### src/rtl/df_pkg.sv
package df_pkg;
   // Operation codes; the arithmetic unit gives them meaning.
   typedef enum logic [1:0] {
      OPC_SUB  = 2'd0,
      OPC_MUL  = 2'd1,
      OPC_DIV  = 2'd2,
      OPC_PASS = 2'd3
   } df_opc_e;

   // Issue/fan-out sequencer phases.
   typedef enum logic [1:0] {
      PH_IDLE = 2'd0,
      PH_WAIT = 2'd1,
      PH_SEND = 2'd2
   } df_phase_e;
endpackage

### src/rtl/df_node_store.sv
module df_node_store #(
   parameter  int NODES   = 16,
   parameter  int DATA_W  = 64,
   parameter  int EDGE_AW = 5,
   parameter  int FAN_W   = 3,
   localparam int IDX_W   = $clog2(NODES)
) (
   input  logic               clk,
   input  logic               rst_n,
   input  logic               cfg_we,
   input  logic [IDX_W-1:0]   cfg_idx,
   input  logic [1:0]         cfg_op,
   input  logic [EDGE_AW-1:0] cfg_base,
   input  logic [FAN_W-1:0]   cfg_fan,
   input  logic               wr_en,
   input  logic [IDX_W-1:0]   wr_idx,
   input  logic               wr_slot,
   input  logic [DATA_W-1:0]  wr_data,
   input  logic               clr_en,
   input  logic [IDX_W-1:0]   clr_idx,
   input  logic [IDX_W-1:0]   rd_idx,
   output logic [1:0]         rd_op,
   output logic [DATA_W-1:0]  rd_a,
   output logic [DATA_W-1:0]  rd_b,
   output logic [EDGE_AW-1:0] rd_base,
   output logic [FAN_W-1:0]   rd_fan,
   output logic               ready_push,
   output logic               dup_flag
);
   logic [1:0]         op_q   [NODES];
   logic [DATA_W-1:0]  a_q    [NODES];
   logic [DATA_W-1:0]  b_q    [NODES];
   logic [EDGE_AW-1:0] base_q [NODES];
   logic [FAN_W-1:0]   fan_q  [NODES];
   logic [NODES-1:0]   va_q, vb_q;

   logic clr_hit, va_eff, vb_eff, mine, other, dup_now;

   // A slot being cleared by a firing in this same cycle counts as empty.
   always_comb begin
      clr_hit    = clr_en && (clr_idx == wr_idx);
      va_eff     = va_q[wr_idx] && !clr_hit;
      vb_eff     = vb_q[wr_idx] && !clr_hit;
      mine       = wr_slot ? vb_eff : va_eff;
      other      = wr_slot ? va_eff : vb_eff;
      dup_now    = wr_en && mine;
      ready_push = wr_en && !mine && other;
   end

   always_ff @(posedge clk) begin
      if (!rst_n) begin
         va_q     <= '0;
         vb_q     <= '0;
         dup_flag <= 1'b0;
      end else begin
         dup_flag <= dup_now;
         for (int n = 0; n < NODES; n++) begin
            if (cfg_we && cfg_idx == IDX_W'(n)) begin
               op_q[n]   <= cfg_op;
               base_q[n] <= cfg_base;
               fan_q[n]  <= cfg_fan;
               va_q[n]   <= 1'b0;
               vb_q[n]   <= 1'b0;
            end else begin
               if (clr_en && clr_idx == IDX_W'(n)) begin
                  va_q[n] <= 1'b0;
                  vb_q[n] <= 1'b0;
               end
               if (wr_en && wr_idx == IDX_W'(n) && !dup_now) begin
                  if (wr_slot) begin
                     b_q[n]  <= wr_data;
                     vb_q[n] <= 1'b1;
                  end else begin
                     a_q[n]  <= wr_data;
                     va_q[n] <= 1'b1;
                  end
               end
            end
         end
      end
   end

   assign rd_op   = op_q[rd_idx];
   assign rd_a    = a_q[rd_idx];
   assign rd_b    = b_q[rd_idx];
   assign rd_base = base_q[rd_idx];
   assign rd_fan  = fan_q[rd_idx];

   // the error pulse only follows an accepted operand
   assert_dup_follows_write_R10: assert property (@(posedge clk) disable iff (!rst_n)
      dup_flag |-> $past(wr_en));

   // a queued node has both slots filled on the following cycle
   assert_push_both_valid_R3: assert property (@(posedge clk) disable iff (!rst_n)
      (ready_push && !cfg_we) |=> (va_q[$past(wr_idx)] && vb_q[$past(wr_idx)]));
endmodule

### src/rtl/df_ready_fifo.sv
module df_ready_fifo #(
   parameter  int DEPTH = 16,
   parameter  int W     = 4,
   localparam int PW    = $clog2(DEPTH)
) (
   input  logic         clk,
   input  logic         rst_n,
   input  logic         push,
   input  logic [W-1:0] push_data,
   input  logic         pop,
   output logic [W-1:0] head,
   output logic         empty,
   output logic         full
);
   generate
      if (DEPTH < 2 || (2 ** PW) != DEPTH) begin : g_bad_depth
         $error("df_ready_fifo: DEPTH must be a power of two, at least 2");
      end
   endgenerate

   logic [W-1:0]  mem [DEPTH];
   logic [PW-1:0] wp, rp;
   logic [PW:0]   cnt;

   always_ff @(posedge clk) begin
      if (!rst_n) begin
         wp  <= '0;
         rp  <= '0;
         cnt <= '0;
      end else begin
         if (push) begin
            mem[wp] <= push_data;
            wp      <= wp + PW'(1);
         end
         if (pop) rp <= rp + PW'(1);
         case ({push, pop})
            2'b10:   cnt <= cnt + (PW+1)'(1);
            2'b01:   cnt <= cnt - (PW+1)'(1);
            default: cnt <= cnt;
         endcase
      end
   end

   assign head  = mem[rp];
   assign empty = (cnt == '0);
   assign full  = (cnt == (PW+1)'(DEPTH));

   // queue never overruns or underruns
   assert_no_overflow_R6: assert property (@(posedge clk) disable iff (!rst_n)
      push |-> (!full || pop));
   assert_no_underflow_R6: assert property (@(posedge clk) disable iff (!rst_n)
      pop |-> !empty);
endmodule

### src/rtl/df_edge_mem.sv
module df_edge_mem #(
   parameter  int EDGES  = 32,
   parameter  int DEST_W = 5,
   localparam int AW     = $clog2(EDGES)
) (
   input  logic              clk,
   input  logic              we,
   input  logic [AW-1:0]     waddr,
   input  logic [DEST_W-1:0] wdata,
   input  logic [AW-1:0]     raddr,
   output logic [DEST_W-1:0] rdata
);
   generate
      if ((2 ** AW) != EDGES) begin : g_bad_edges
         $error("df_edge_mem: EDGES must be a power of two");
      end
   endgenerate

   logic [DEST_W-1:0] mem [EDGES];

   always_ff @(posedge clk) begin
      if (we) mem[waddr] <= wdata;
   end

   assign rdata = mem[raddr];
endmodule

### src/rtl/df_fire_ctrl.sv
module df_fire_ctrl #(
   parameter  int NODES   = 16,
   parameter  int EDGES   = 32,
   parameter  int DATA_W  = 64,
   parameter  int FAN_W   = 3,
   parameter  int CNT_W   = 16,
   parameter  int CYC_W   = 32,
   localparam int IDX_W   = $clog2(NODES),
   localparam int EDGE_AW = $clog2(EDGES),
   localparam int DEST_W  = IDX_W + 1
) (
   input  logic               clk,
   input  logic               rst_n,
   input  logic               start,
   input  logic [CNT_W-1:0]   fire_target,
   input  logic               cfg_node_we,
   input  logic [IDX_W-1:0]   cfg_node_idx,
   input  logic [1:0]         cfg_opcode,
   input  logic [EDGE_AW-1:0] cfg_base,
   input  logic [FAN_W-1:0]   cfg_fanout,
   input  logic               cfg_edge_we,
   input  logic [EDGE_AW-1:0] cfg_edge_addr,
   input  logic [DEST_W-1:0]  cfg_edge_dest,
   input  logic               in_valid,
   output logic               in_ready,
   input  logic [DEST_W-1:0]  in_dest,
   input  logic [DATA_W-1:0]  in_data,
   output logic               fpu_req_valid,
   input  logic               fpu_req_ready,
   output logic [1:0]         fpu_op,
   output logic [DATA_W-1:0]  fpu_a,
   output logic [DATA_W-1:0]  fpu_b,
   input  logic               fpu_rsp_valid,
   input  logic [DATA_W-1:0]  fpu_rsp_data,
   output logic               out_valid,
   input  logic               out_ready,
   output logic [DEST_W-1:0]  out_dest,
   output logic [DATA_W-1:0]  out_data,
   output logic               dup_err,
   output logic               done,
   output logic [CYC_W-1:0]   busy_cycles
);
   import df_pkg::*;

   generate
      if (NODES < 2 || FAN_W < 1 || CNT_W < 1) begin : g_bad_params
         $error("df_fire_ctrl: NODES >= 2, FAN_W >= 1 and CNT_W >= 1 are required");
      end
   endgenerate

   df_phase_e          phase;
   logic               running, done_q;
   logic [IDX_W-1:0]   cur_idx, rq_head, rd_idx;
   logic [DATA_W-1:0]  res_q;
   logic [EDGE_AW-1:0] ptr, rd_base;
   logic [FAN_W-1:0]   remain, rd_fan;
   logic [CNT_W-1:0]   fired, target_q;
   logic [CYC_W-1:0]   busy_q;
   logic               wr_en, ready_push, rq_empty, rq_full;
   logic               issue, rsp_take, send_take, node_end;

   assign in_ready      = running;
   assign wr_en         = in_valid && running;
   assign fpu_req_valid = running && (phase == PH_IDLE) && !rq_empty;
   assign issue         = fpu_req_valid && fpu_req_ready;
   assign rsp_take      = (phase == PH_WAIT) && fpu_rsp_valid;
   assign send_take     = (phase == PH_SEND) && out_ready;
   assign node_end      = (rsp_take && rd_fan == '0) ||
                          (send_take && remain == FAN_W'(1));
   assign rd_idx        = (phase == PH_IDLE) ? rq_head : cur_idx;

   df_node_store #(.NODES(NODES), .DATA_W(DATA_W), .EDGE_AW(EDGE_AW), .FAN_W(FAN_W)) u_nodes (
      .clk(clk), .rst_n(rst_n),
      .cfg_we(cfg_node_we), .cfg_idx(cfg_node_idx), .cfg_op(cfg_opcode),
      .cfg_base(cfg_base), .cfg_fan(cfg_fanout),
      .wr_en(wr_en), .wr_idx(in_dest[DEST_W-1:1]), .wr_slot(in_dest[0]), .wr_data(in_data),
      .clr_en(issue), .clr_idx(rq_head),
      .rd_idx(rd_idx), .rd_op(fpu_op), .rd_a(fpu_a), .rd_b(fpu_b),
      .rd_base(rd_base), .rd_fan(rd_fan),
      .ready_push(ready_push), .dup_flag(dup_err)
   );

   df_ready_fifo #(.DEPTH(NODES), .W(IDX_W)) u_rq (
      .clk(clk), .rst_n(rst_n),
      .push(ready_push), .push_data(in_dest[DEST_W-1:1]),
      .pop(issue), .head(rq_head), .empty(rq_empty), .full(rq_full)
   );

   df_edge_mem #(.EDGES(EDGES), .DEST_W(DEST_W)) u_edges (
      .clk(clk), .we(cfg_edge_we), .waddr(cfg_edge_addr), .wdata(cfg_edge_dest),
      .raddr(ptr), .rdata(out_dest)
   );

   always_ff @(posedge clk) begin
      if (!rst_n) begin
         phase    <= PH_IDLE;
         running  <= 1'b0;
         done_q   <= 1'b0;
         cur_idx  <= '0;
         res_q    <= '0;
         ptr      <= '0;
         remain   <= '0;
         fired    <= '0;
         target_q <= '0;
         busy_q   <= '0;
      end else if (start) begin
         phase    <= PH_IDLE;
         running  <= 1'b1;
         done_q   <= 1'b0;
         fired    <= '0;
         target_q <= fire_target;
         busy_q   <= '0;
      end else begin
         if (running) busy_q <= busy_q + CYC_W'(1);
         unique case (phase)
            PH_IDLE: if (issue) begin
               cur_idx <= rq_head;
               phase   <= PH_WAIT;
            end
            PH_WAIT: if (rsp_take) begin
               res_q  <= fpu_rsp_data;
               ptr    <= rd_base;
               remain <= rd_fan;
               phase  <= (rd_fan == '0) ? PH_IDLE : PH_SEND;
            end
            PH_SEND: if (send_take) begin
               ptr    <= ptr + EDGE_AW'(1);
               remain <= remain - FAN_W'(1);
               if (remain == FAN_W'(1)) phase <= PH_IDLE;
            end
            default: phase <= PH_IDLE;
         endcase
         if (node_end) begin
            fired <= fired + CNT_W'(1);
            if (fired + CNT_W'(1) == target_q) begin
               running <= 1'b0;
               done_q  <= 1'b1;
            end
         end
      end
   end

   assign out_valid   = (phase == PH_SEND);
   assign out_data    = res_q;
   assign done        = done_q;
   assign busy_cycles = busy_q;

   // an accepted request is never followed directly by another one
   assert_one_in_flight_R5: assert property (@(posedge clk) disable iff (!rst_n)
      issue |=> !fpu_req_valid);

   // the ready queue always has room for a newly completed node
   assert_queue_room_R6: assert property (@(posedge clk) disable iff (!rst_n)
      ready_push |-> (!rq_full || issue));

   // a stalled message holds its destination and data
   assert_out_hold_R7: assert property (@(posedge clk) disable iff (!rst_n)
      (out_valid && !out_ready && !start) |=>
         (out_valid && $stable(out_dest) && $stable(out_data)));

   // a finished run is quiet
   assert_done_quiet_R11: assert property (@(posedge clk) disable iff (!rst_n)
      done |-> (!fpu_req_valid && !in_ready));

   // the busy counter freezes outside a run
   assert_busy_frozen_R12: assert property (@(posedge clk) disable iff (!rst_n)
      (!running && !start) |=> $stable(busy_cycles));
endmodule

### config.mk
export PLATFORM = sky130hd
export DESIGN_NAME = df_fire_ctrl
export DESIGN_NICKNAME = d
export VERILOG_FILES = /design/src/rtl/df_pkg.sv /design/src/rtl/df_node_store.sv /design/src/rtl/df_ready_fifo.sv /design/src/rtl/df_edge_mem.sv /design/src/rtl/df_fire_ctrl.sv
export SDC_FILE = /design/constraint.sdc
export NUM_CORES = 2
export LEC_CHECK = 0
export BUFFER_PORTS_ARGS = -buffer_cell sky130_fd_sc_hd__buf_2
export CAP_MARGIN = 10
export CORE_ASPECT_RATIO = 0.8
export CORE_MARGIN = 5
export CORE_UTILIZATION = 55
export CTS_CLUSTER_SIZE = 16
export DETAILED_ROUTE_END_ITERATION = 7
export GPL_TIMING_DRIVEN = 1
export PLACE_DENSITY = 0.77
export SLEW_MARGIN = 20
export SYNTH_ARGS = -nofsm -noshare
export SYNTH_HDL_FRONTEND = slang
export SYNTH_SLANG_ARGS = --single-unit
### constraint.sdc
create_clock -name clk -period 27.1 [get_ports clk]
set_clock_uncertainty 0.05 [all_clocks]
set_input_delay 8.13 -clock clk [delete_from_list [all_inputs] [get_ports clk]]
set_output_delay 8.13 -clock clk [all_outputs]
set_load 0.02 [all_outputs]
==> results.md <==
- Initial core utilization: 55.3%
- Via/cell ratio: 6.25
- GR Util All Layers: 27.5%
- Dominant synthesized flop cell: edfxtp_1
- Pin count of the biggest net entering global routing: 242
- Register area: 77,000 um2
- I/O Buffers: 417
- CTS tree: done
- Crit path capture type: primary output
- Area added between synthesis and finish: 11.4%
- GRT Residual Overflow: 0
- GPL Wtd Cong: 0.869
- Ports: 418
- Commonest cells after routing, fill and taps aside: edfxtp_1 (2,432), nand2_1 (2,356), nand3_1 (1,115), buf_2 (417), and3_1 (277)
- CTS sink cnt: 2,631
- Core area: 190,000 um2
- CTS resizes: 0
- Total Nets Final: 8,624
- Area of the multi-input gates: 26,100 um2
- # setup viols final: 0
- Detailed Route WL: 283 mm
- Die W: 499 um
- Pwr Total: 7.81 mW
- Synth cell types: 80
- Clk root buf: clkbuf_16
- Fin crit period: 15.70 ns
- Syn avg cell area: 12.8 um2
- Max-slew violation count: 0
- PwrDens: 66.7 nW/um2
- Worst path bufs/invs: 6
- DRC: 0
- Commonest non-fill, non-tap cell in the layout: edfxtp_1
- Critical Path RT: 18.92 ns
- First-pass GRT wire length: 419 mm
- Max FO, Critical Path: 162
- CP peak stage delay: 0.97 ns
- Post-synthesis cell area: 105,000 um2
- Total of max-cap violations: 0
- Row Count: 143
- Worst-path clk slew: 0.06 ns
- Insertion delay to the later sink of the worst-skew pair: 0.88 ns
- Crit path kind: flip-flop to primary output
- CP delay by family, top: buffers and inverters
- Leakage: 41.0 nW
- Async set or reset register ratio after synthesis: 0%
- Initial antenna violation count: 32
- Clk buf depth: 3
- Die Footprint: 200,000 um2
- Seq/Total Area, Yosys: 73.2%
- CTS Buf Count: 235
- Number of global-route vias before repair: 66,737
- CP cell instances: mux2i_1, a32oi_1, and3_1, nor3_4, buf_4, buf_4, buf_12, buf_16, buf_6, nand2_1, nand3_1, and3_1, a311oi_1, nor2_1, buf_2
- Cell count after synthesis: 8,190
- FILL cells: 13,680
- Post-synth EDFFs: 2,432
- Critical Path Source Type: flip-flop
- Final worst path period share: 57.9%
- Setup_tns: 0 ns
- Final hold vios: 0
- # Post-CTS Setup Buffers: 0
- Critical-path top delay cell: dfxtp_1
- Antenna Nets Post-Route: 0
- Max-slew headroom: 18.1%
- Arr. time, crit path: 7.52 ns
- Max frequency: 63.7 MHz
- Hold_buf cts: 0
- Outcome: finished, final reports clean
- Peak supply drop: 0.0000667 V
- DRT Pass-1 Iters: 8
- Min-Delay Path Class: flip-flop to flip-flop
- Measured slew at the worst slew-check pin: 1.23 ns
- Final Instance Area: 117,000 um2
- Layout cells sized above 1: 11.7%
- Post-DR wirelength/cell: 25.4 um
- Cell area after placement: 109,000 um2
- Die Height: 401 um
- Vias: 69,804
- Hold Path Origin: u_nodes.vb_q[1]
- Dpl hpwl: 145 mm
- Htree depth: 4
- Syn nets: 8,391
- #FFs+latches synth: 2,631
- DRT iter0 DRCs: 9,950
- RSZ-0062 raised after global routing: no
- YS warnings: 0
-- metrics by stage --
| stage | util (%) | hold WS (ns) | setup slack, ns | cells |
|---|---|---|---|---|
| floorplan | - | 0.371 | 11.51 | 8190 |
| global placement | 57.6 | 0.380 | 12.29 | 10720 |
| detailed placement | 57.6 | 0.388 | 12.20 | 10721 |
| CTS | 61.6 | 0.403 | 11.22 | 11152 |
| global route | 61.6 | 0.422 | 11.05 | 11162 |
| finish | 61.6 | 0.403 | 11.40 | 11168 |
-- cell usage after synthesis (all sizes together), types with 9 or more instances --
cell,instances,area (um2)
a211oi,9,72.6
edfxtp,2432,73000
or3,14,87.6
buf,144,681
dfxtp,199,3980
and3,277,1730
a31oi,14,87.6
mux2i,63,634
o211ai,19,156
mux4,67,1510
ha,18,225
nor3,45,235
nand4,34,213
nand2,2358,8860
a21o,27,203
xor2,31,272
a311oi,259,2270
mux2,13,150
or4,14,105
a21boi,69,522
xnor2,38,333
inv,30,113
nor2,258,971
nor4,17,106
clkbuf,403,1510
and2,26,163
nand3b,18,135
o21ai,40,200
a21oi,38,190
nor2b,25,156
nand3,1115,5580
-- where the power goes --
group / internal [mW] / switching, mW
logic: 0.0228 / 0.0872
registers: 4.44 / 0.00421
clock network: 1.77 / 1.48
-- path summary, 6_finish.rpt --
path / to / slack, ns / cells after the start
worst max register to register: fired[9] / 21.23 / 12
worst max-delay path: fpu_b[6] / 11.40 / 15
worst min register to register: u_nodes.vb_q[1] / 0.40 / 1
worst min-delay path: u_nodes.vb_q[1] / 0.40 / 1
-- worst register-to-register path: cells and delay by family (launching register included) --
kind	cells	cell delay (ns)
AOI/OAI and AO/OA	4	1.36
buffers and inverters	2	1.34
DFF	1	0.97
muxes	2	0.47
and+or+nand+nor	4	1.58
-- routing by layer --
layer	share of wire [%]	vias to the layer above	track usage (%)
met4	4.4	18	11.6
met2	47	4512	43.2
met5	0.040	-	0
li1	-	30316	-
met1	37	34199	37.5
met3	12	759	6.20
-- state kept, by name, indices dropped and copies added (netlist names), 5 cells and up, named ones only --
register and flops:
u_nodes.base_q 80, u_rq.mem 64, fired 16, out_data 64, u_nodes.a_q 1024, ptr 5
u_nodes.fan_q 48, target_q 16, u_nodes.op_q 32, u_nodes.vb_q 16, u_rq.cnt 5, u_nodes.b_q 1024
u_nodes.va_q 16, busy_cycles 32, u_edges.mem 160
-- cell type report --
class                           count  share of cell area [%]
Sequential cell                  2631                    65.8
Multi-Input combinational cell   4981                    22.3
Clock buffer                      287                    5.20
Timing Repair Buffer              543                    2.73
Tap cell                         2537                    2.71
Clock inverter                    144                    1.19
Inverter                           31                  0.0994
Antenna cell                       14                  0.0299
-- cells by family (layout without fill, tap and decap cells) --
family,Yosys count,count (layout),share of synthesized area (%)
AOI/OAI and AO/OA,521,521,3.91
xor gates and xnor gates,69,69,0.575
adders and majority gates,19,19,0.233
buffers and inverters,578,1005,2.20
DFF,2631,2631,73.2
muxes,143,143,2.18
other,0,14,0
and+or+nand+nor,4229,4229,17.7
(Power assumes the default switching activity.)
